<file path="config.mk">
export PLATFORM = sky130hd
export DESIGN_NAME = sram_ctl
export DESIGN_NICKNAME = d
export VERILOG_FILES = /design/src/rtl/sram_ctl_pkg.sv /design/src/rtl/sram_boot_wait.sv /design/src/rtl/sram_phase_timer.sv /design/src/rtl/sram_ctl.sv
export SDC_FILE = /design/constraint.sdc
export NUM_CORES = 1
export LEC_CHECK = 0
export BUFFER_PORTS_ARGS = -buffer_cell sky130_fd_sc_hd__buf_2
export CORE_MARGIN = 3
export CORE_UTILIZATION = 50
export DETAILED_ROUTE_END_ITERATION = 8
export PLACE_DENSITY = 0.76
export SYNTH_ARGS = -nofsm -noshare
export SYNTH_HDL_FRONTEND = slang
export SYNTH_SLANG_ARGS = --single-unit
</file>
<file path="constraint.sdc">
create_clock -name clk -period 2 [get_ports clk]
set_input_delay 0 -clock clk [delete_from_list [all_inputs] [get_ports clk]]
set_output_delay 0 -clock clk [all_outputs]
set_load 0.01 [all_outputs]
</file>
<file path="src/rtl/sram_ctl_pkg.sv">
`timescale 1ns/1ps
package sram_ctl_pkg;

    typedef enum logic [2:0] {
        PH_BOOT,
        PH_IDLE,
        PH_WR_STROBE,
        PH_WR_RECOVER,
        PH_RD_ACCESS,
        PH_RD_FLOAT
    } phase_e;

    // round a nanosecond minimum up to whole clock periods
    function automatic int ns_to_cyc(input int ns, input int clk_ns);
        return (ns + clk_ns - 1) / clk_ns;
    endfunction

    function automatic int imax(input int a, input int b);
        return (a > b) ? a : b;
    endfunction

endpackage

</file>
<file path="src/rtl/sram_boot_wait.sv">
`timescale 1ns/1ps
module sram_boot_wait #(
    parameter int BOOT_CYC = 40000
) (
    input  logic clk,
    input  logic rst_n,
    output logic done_o
);
    localparam int CW = $clog2(BOOT_CYC + 1);

    typedef struct packed {
        logic [CW-1:0] cnt;
        logic          done;
    } boot_t;

    boot_t b_d, b_q;

    always_comb begin
        b_d = b_q;
        if (!b_q.done) begin
            b_d.cnt = b_q.cnt + CW'(1);
            if (b_q.cnt == CW'(BOOT_CYC - 1)) begin
                b_d.done = 1'b1;
            end
        end
    end

    always_ff @(posedge clk or negedge rst_n) begin
        if (!rst_n) begin
            b_q <= '0;
        end else begin
            b_q <= b_d;
        end
    end

    assign done_o = b_q.done;


    boot_sticky_chk: assert property (@(posedge clk) disable iff (!rst_n)
        b_q.done |=> b_q.done);


    boot_early_chk: assert property (@(posedge clk) disable iff (!rst_n)
        (b_q.cnt < CW'(BOOT_CYC)) && !b_q.done |=> (b_q.cnt != '0));

endmodule

</file>
<file path="src/rtl/sram_phase_timer.sv">
`timescale 1ns/1ps
module sram_phase_timer #(
    parameter int TW = 4
) (
    input  logic          clk,
    input  logic          rst_n,
    input  logic          load_i,
    input  logic [TW-1:0] load_val_i,
    output logic          expired_o
);
    logic [TW-1:0] cnt_d, cnt_q;

    always_comb begin
        cnt_d = cnt_q;
        if (load_i) begin
            cnt_d = load_val_i;
        end else if (cnt_q != '0) begin
            cnt_d = cnt_q - TW'(1);
        end
    end

    always_ff @(posedge clk or negedge rst_n) begin
        if (!rst_n) begin
            cnt_q <= '0;
        end else begin
            cnt_q <= cnt_d;
        end
    end

    assign expired_o = (cnt_q == '0);


    timer_step_chk: assert property (@(posedge clk) disable iff (!rst_n)
        (!load_i && cnt_q != '0) |=> (cnt_q == $past(cnt_q) - TW'(1)));


    timer_hold_chk: assert property (@(posedge clk) disable iff (!rst_n)
        (!load_i && cnt_q == '0) |=> (cnt_q == '0));

endmodule

</file>
<file path="src/rtl/sram_ctl.sv">
`timescale 1ns/1ps
module sram_ctl
    import sram_ctl_pkg::*;
#(
    parameter int AW         = 19,
    parameter int DW         = 8,
    parameter int CLK_NS     = 5,
    parameter int BOOT_NS    = 200000,
    parameter int WPULSE_NS  = 40,
    parameter int WCYCLE_NS  = 55,
    parameter int WSETUP_NS  = 25,
    parameter int WADDR_NS   = 40,
    parameter int RACC_NS    = 55,
    parameter int ROE_NS     = 25,
    parameter int RFLOAT_NS  = 20
) (
    input  logic          clk,
    input  logic          rst_n,
    input  logic          req,
    input  logic          we,
    input  logic [AW-1:0] addr,
    input  logic [DW-1:0] wdata,
    output logic          ready,
    output logic          rvalid,
    output logic [DW-1:0] rdata,
    output logic          mem_ce_n,
    output logic          mem_we_n,
    output logic          mem_oe_n,
    output logic [AW-1:0] mem_addr,
    output logic [DW-1:0] mem_dq_out,
    output logic          mem_dq_oe,
    input  logic [DW-1:0] mem_dq_in
);
    localparam int BOOT_CYC = imax(ns_to_cyc(BOOT_NS, CLK_NS), 1);
    localparam int N_STB    = imax(imax(ns_to_cyc(WPULSE_NS, CLK_NS),
                                        ns_to_cyc(WADDR_NS, CLK_NS)),
                                   imax(ns_to_cyc(WSETUP_NS, CLK_NS), 1));
    localparam int N_WCYC   = imax(ns_to_cyc(WCYCLE_NS, CLK_NS), N_STB + 1);
    localparam int N_REC    = N_WCYC - N_STB;
    localparam int N_RD     = imax(imax(ns_to_cyc(RACC_NS, CLK_NS),
                                        ns_to_cyc(ROE_NS, CLK_NS)), 1);
    localparam int N_FLT    = imax(ns_to_cyc(RFLOAT_NS, CLK_NS), 1);
    localparam int N_MAX    = imax(imax(N_STB, N_REC), imax(N_RD, N_FLT));
    localparam int TW       = imax($clog2(N_MAX + 1), 1);

    typedef struct packed {
        phase_e        ph;
        logic          ce_n;
        logic          we_n;
        logic          oe_n;
        logic [AW-1:0] addr;
        logic [DW-1:0] dout;
        logic          dq_oe;
        logic [DW-1:0] rdata;
        logic          rvalid;
        logic          ready;
    } ctl_t;

    localparam ctl_t CTL_RST = '{
        ph:     PH_BOOT,
        ce_n:   1'b1,
        we_n:   1'b1,
        oe_n:   1'b1,
        addr:   '0,
        dout:   '0,
        dq_oe:  1'b0,
        rdata:  '0,
        rvalid: 1'b0,
        ready:  1'b0
    };

    ctl_t          c_d, c_q;
    logic          boot_done;
    logic          tmr_load;
    logic [TW-1:0] tmr_val;
    logic          tmr_expired;

    sram_boot_wait #(
        .BOOT_CYC (BOOT_CYC)
    ) u_boot (
        .clk    (clk),
        .rst_n  (rst_n),
        .done_o (boot_done)
    );

    sram_phase_timer #(
        .TW (TW)
    ) u_tmr (
        .clk        (clk),
        .rst_n      (rst_n),
        .load_i     (tmr_load),
        .load_val_i (tmr_val),
        .expired_o  (tmr_expired)
    );

    always_comb begin
        c_d      = c_q;
        c_d.rvalid = 1'b0;
        tmr_load = 1'b0;
        tmr_val  = '0;
        unique case (c_q.ph)
            PH_BOOT: begin
                if (boot_done) begin
                    c_d.ph    = PH_IDLE;
                    c_d.ready = 1'b1;
                end
            end
            PH_IDLE: begin
                if (req) begin
                    c_d.ready = 1'b0;
                    c_d.addr  = addr;
                    c_d.ce_n  = 1'b0;
                    tmr_load  = 1'b1;
                    if (we) begin
                        c_d.ph    = PH_WR_STROBE;
                        c_d.we_n  = 1'b0;
                        c_d.dout  = wdata;
                        c_d.dq_oe = 1'b1;
                        tmr_val   = TW'(N_STB - 1);
                    end else begin
                        c_d.ph    = PH_RD_ACCESS;
                        c_d.oe_n  = 1'b0;
                        tmr_val   = TW'(N_RD - 1);
                    end
                end
            end
            PH_WR_STROBE: begin
                if (tmr_expired) begin
                    c_d.ph   = PH_WR_RECOVER;
                    c_d.we_n = 1'b1;
                    c_d.ce_n = 1'b1;
                    tmr_load = 1'b1;
                    tmr_val  = TW'(N_REC - 1);
                end
            end
            PH_WR_RECOVER: begin
                if (tmr_expired) begin
                    c_d.ph    = PH_IDLE;
                    c_d.dq_oe = 1'b0;
                    c_d.ready = 1'b1;
                end
            end
            PH_RD_ACCESS: begin
                if (tmr_expired) begin
                    c_d.ph     = PH_RD_FLOAT;
                    c_d.rdata  = mem_dq_in;
                    c_d.rvalid = 1'b1;
                    c_d.oe_n   = 1'b1;
                    c_d.ce_n   = 1'b1;
                    tmr_load   = 1'b1;
                    tmr_val    = TW'(N_FLT - 1);
                end
            end
            PH_RD_FLOAT: begin
                if (tmr_expired) begin
                    c_d.ph    = PH_IDLE;
                    c_d.ready = 1'b1;
                end
            end
            default: begin
                c_d = CTL_RST;
            end
        endcase
    end

    always_ff @(posedge clk or negedge rst_n) begin
        if (!rst_n) begin
            c_q <= CTL_RST;
        end else begin
            c_q <= c_d;
        end
    end

    assign ready      = c_q.ready;
    assign rvalid     = c_q.rvalid;
    assign rdata      = c_q.rdata;
    assign mem_ce_n   = c_q.ce_n;
    assign mem_we_n   = c_q.we_n;
    assign mem_oe_n   = c_q.oe_n;
    assign mem_addr   = c_q.addr;
    assign mem_dq_out = c_q.dout;
    assign mem_dq_oe  = c_q.dq_oe;


    boot_quiet_chk: assert property (@(posedge clk) disable iff (!rst_n)
        !boot_done |-> (mem_ce_n && !ready));


    ready_idle_chk: assert property (@(posedge clk) disable iff (!rst_n)
        ready |-> (mem_ce_n && mem_we_n && mem_oe_n));


    take_drop_chk: assert property (@(posedge clk) disable iff (!rst_n)
        (ready && req) |=> !ready);


    strobe_sel_chk: assert property (@(posedge clk) disable iff (!rst_n)
        !mem_we_n |-> (!mem_ce_n && mem_oe_n));


    strobe_addr_chk: assert property (@(posedge clk) disable iff (!rst_n)
        (!mem_we_n && $past(!mem_we_n)) |-> ($stable(mem_addr) && $stable(mem_dq_out)));


    rvalid_pulse_chk: assert property (@(posedge clk) disable iff (!rst_n)
        rvalid |=> !rvalid);


    no_contention_chk: assert property (@(posedge clk) disable iff (!rst_n)
        (!mem_ce_n && !mem_oe_n) |-> !mem_dq_oe);

endmodule

</file>
==> impl_metrics.csv <==
group,metric,value,unit
global_route,grt_pass1_wl,11.3,mm
setup_path,cp-startpoint,"u_tmr.cnt_q[0]$_DFFE_PN0P_",
route,vias,2446,
finish,layout-drive-gt1-share,28.4,%
route,dr.max_layer_used,"met4",
floorplanning,core,6030,µm²
timing,min_period_over_period,90.5,%
global_route,overflow,0,
floorplanning,start_util,52.3,%
setup_path,cp_max_fo,7,
synth,synth_edf_count,0,
synth,synth_warnings,0,
synth,synth_top_cell_by_area,"dfrtp_1",
setup_path,path_cells,"inv_1, ha_1, nor4b_2, nand3_1, nor2_2, a22o_1",
route,wl_met3,451,µm
synth,synth_area_per_cell,10.2,µm²
finish,final_cell_mix,"79 x buf_2, 62 x dfrtp_1, 37 x dlygate4sd3_1, 26 x inv_1, 23 x nand3_1",
setup_path,slowest_delay,400,ps
clocking,cts_tree,"done",
setup_path,worstSetupPathType,"reg -> reg",
clocking,cts.sinks,65,
floorplanning,die_h,85.4,µm
route,wl_met1,2.94,mm
synth,syn-cell-area,3150,µm²
timing,worst_pin_slew,665,ps
floorplanning,die_w,85.4,µm
synth,synthTopCellsByArea,"dfrtp_1 49%, buf_4 8.3%, a22o_1 4.4%, nand3_1 3.7%, o21ai_0 3.5%",
pwr,ir_drop,413,µV
setup_path,critPathLaunchType,"register",
setup_path,critPathCaptureType,"register",
job,maxCapViolCount,0,
global_route,gr-usage-all-layers,19.4,%
setup_path,critPathBufInv,1,
setup_path,cp_data_arrival_time,2070,ps
finish,area_growth,27.2,%
setup_path,crit_family,"simple AND/OR/NAND/NOR gates",
timing,finalHoldViolations,0,
clocking,clock_path_buffers,2,
global_route,grt_pass1_vias,2386,
floorplanning,die-area,7290,µm²
clocking,clkLatencyLatePin,330,ps
synth,syn_nets,353,
setup_path,slowest_stage,"dfrtp_1",
timing,holdWs,88.4,ps
timing,finalSetupViolCount,0,
min_path,hold_class,"in -> reg",
clocking,cts_max_level,3,
synth,ys_types,44,
route,postRouteAntennaNets,0,
finish,final_common_cell,"buf_2",
global_route,grt_max_degree,39,
placed_design,gp_congestion,0.807,
clocking,clk_pin_slew,70,ps
timing,rsz0062_at_grt,"false",
pwr,p_per_area,692,nW/µm²
finish,n_antenna_cell,0,
synth,synth_ff_type,"dfrtp_1",
setup_path,regToRegStartpoint,"u_tmr.cnt_q[0]$_DFFE_PN0P_",
synth,netlist_instances,309,
route,viasPerCell,5.13,
route,wl,6.63,mm
synth,async_reset_ff_share,100,%
route,wl_met2,3.13,mm
timing,period_needed,1810,ps
route,drtPass1Iterations,4,
global_route,antenna_found_initial,0,
route,drc,0,
setup_path,required,2260,ps
timing,slew_headroom,55.4,%
clocking,cts-root-buf,"clkbuf_8",
floorplanning,core.rowCount,28,
synth,synth_top_area_share,49.2,%
timing,setup_tns,0,ps
route,avgRoutedWirePerCell,13.9,µm
status,outcome,"completed",
synth,ys_ff_latch,65,
pwr,power,2.77,mW
timing,drv_slew,0,
min_path,hp-start,"req",
placed_design,port_buffers,79,
clocking,cts_setup_buffers,0,
clocking,cts_buffers,9,
timing,finalClockSkew,6.32,ps
floorplanning,boundaryPins,80,
pwr,leakage,2.01,nW
route,drt_iter0_drc,154,
placed_design,place_hpwl,4.21,mm
synth,ys_seq_area_share,51.7,%
timing,max_freq,553,MHz
finish,nNetsFinal,441,
[cell type report]
type / count / area (µm²)
Fill cell: 456 / 2020
Sequential cell: 65 / 1630
Multi-Input combinational cell: 170 / 1110
Timing Repair Buffer: 125 / 833
Clock buffer: 11 / 141
Clock inverter: 5 / 103
Inverter: 26 / 97.6
Tap cell: 75 / 93.8
[synthesized netlist by cell type, types with 5 or more instances]
library cell and number:
nand3_1 23, xor2_1 8, o21ai_0 22, buf_2 8
ha_1 5, nor2_1 13, dfrtp_1 62, nor3_1 7
a22o_1 16, a21oi_1 11, inv_1 26, buf_4 35
xnor2_1 10, clkbuf_1 5, nand2_1 15
[through the flow]
step	std cells	utilization, %	setup WS (ps)	cell area [µm²]
2_1_floorplan	309	-	216	3150
3_3_place_gp	424	56.3	181	3390
3_5_place_dp	424	56.3	77.8	3390
4_1_cts	477	66.4	59.1	4000
5_1_grt	477	66.5	7.06	4010
6_report	477	66.5	191	4010
[registers in the layout, indices dropped and copies added (netlist names)]
register       count
mem_we_n           1
u_boot.b_q        16
u_boot.done_o      1
mem_dq_out         8
mem_oe_n           1
c_q                3
ready              1
mem_addr          19
mem_ce_n           1
rvalid             1
rdata              8
mem_dq_oe          1
u_tmr.cnt_q        4
[worst register-to-register path: stages (launching register included)]
cell     delay, ps
dfrtp_1        400
inv_1           70
ha_1           200
nor4b_2        380
nand3_1        200
nor2_2         290
a22o_1         210
[power by group]
part	leakage (nW)	switching [mW]	internal, mW
combinational	1.11	0.0497	0.0769
sequential	0.779	0	1.31
clock	0.120	0.471	0.860
[final timing paths]
path	to	slack, ps	cells past startpoint
setup / recovery	rdata[0]$_DFFE_PN0P_	190	6
hold / removal	u_tmr.cnt_q[2]$_DFFE_PN0P_	90	3
setup reg to reg	rdata[0]$_DFFE_PN0P_	190	6
hold reg to reg	u_boot.b_q[16]$_DFFE_PN0N_	460	1
max in group asynchronous	mem_ce_n$_DFFE_PN1P_	1050	3
min in group asynchronous	mem_dq_out[7]$_DFFE_PN0P_	180	2
[layer usage]
metal | track usage, % | vias up
met5 | 0 | -
met4 | 7.91 | 0
met3 | 3.79 | 13
met2 | 30.6 | 85
met1 | 26.3 | 1149
li1 | - | 1199
[timing repair]
action	CTS	global route
resized for setup	0	1
hold buffers	37	0
setup endpoints to repair	0	7
endpoints found under the hold margin	59	0
[cells by family after synthesis]
kind of cell               after synthesis  share of synthesized area [%]
muxes                                    1                          0.357
xor gates and xnor gates                18                           5.00
AOI/OAI and AO/OA                       61                           12.7
adders and majority gates                5                           1.99
buffers and inverters                   74                           13.3
DFF                                     65                           51.7
and+or+nand+nor                         85                           14.9
(Power assumes the default switching activity.)
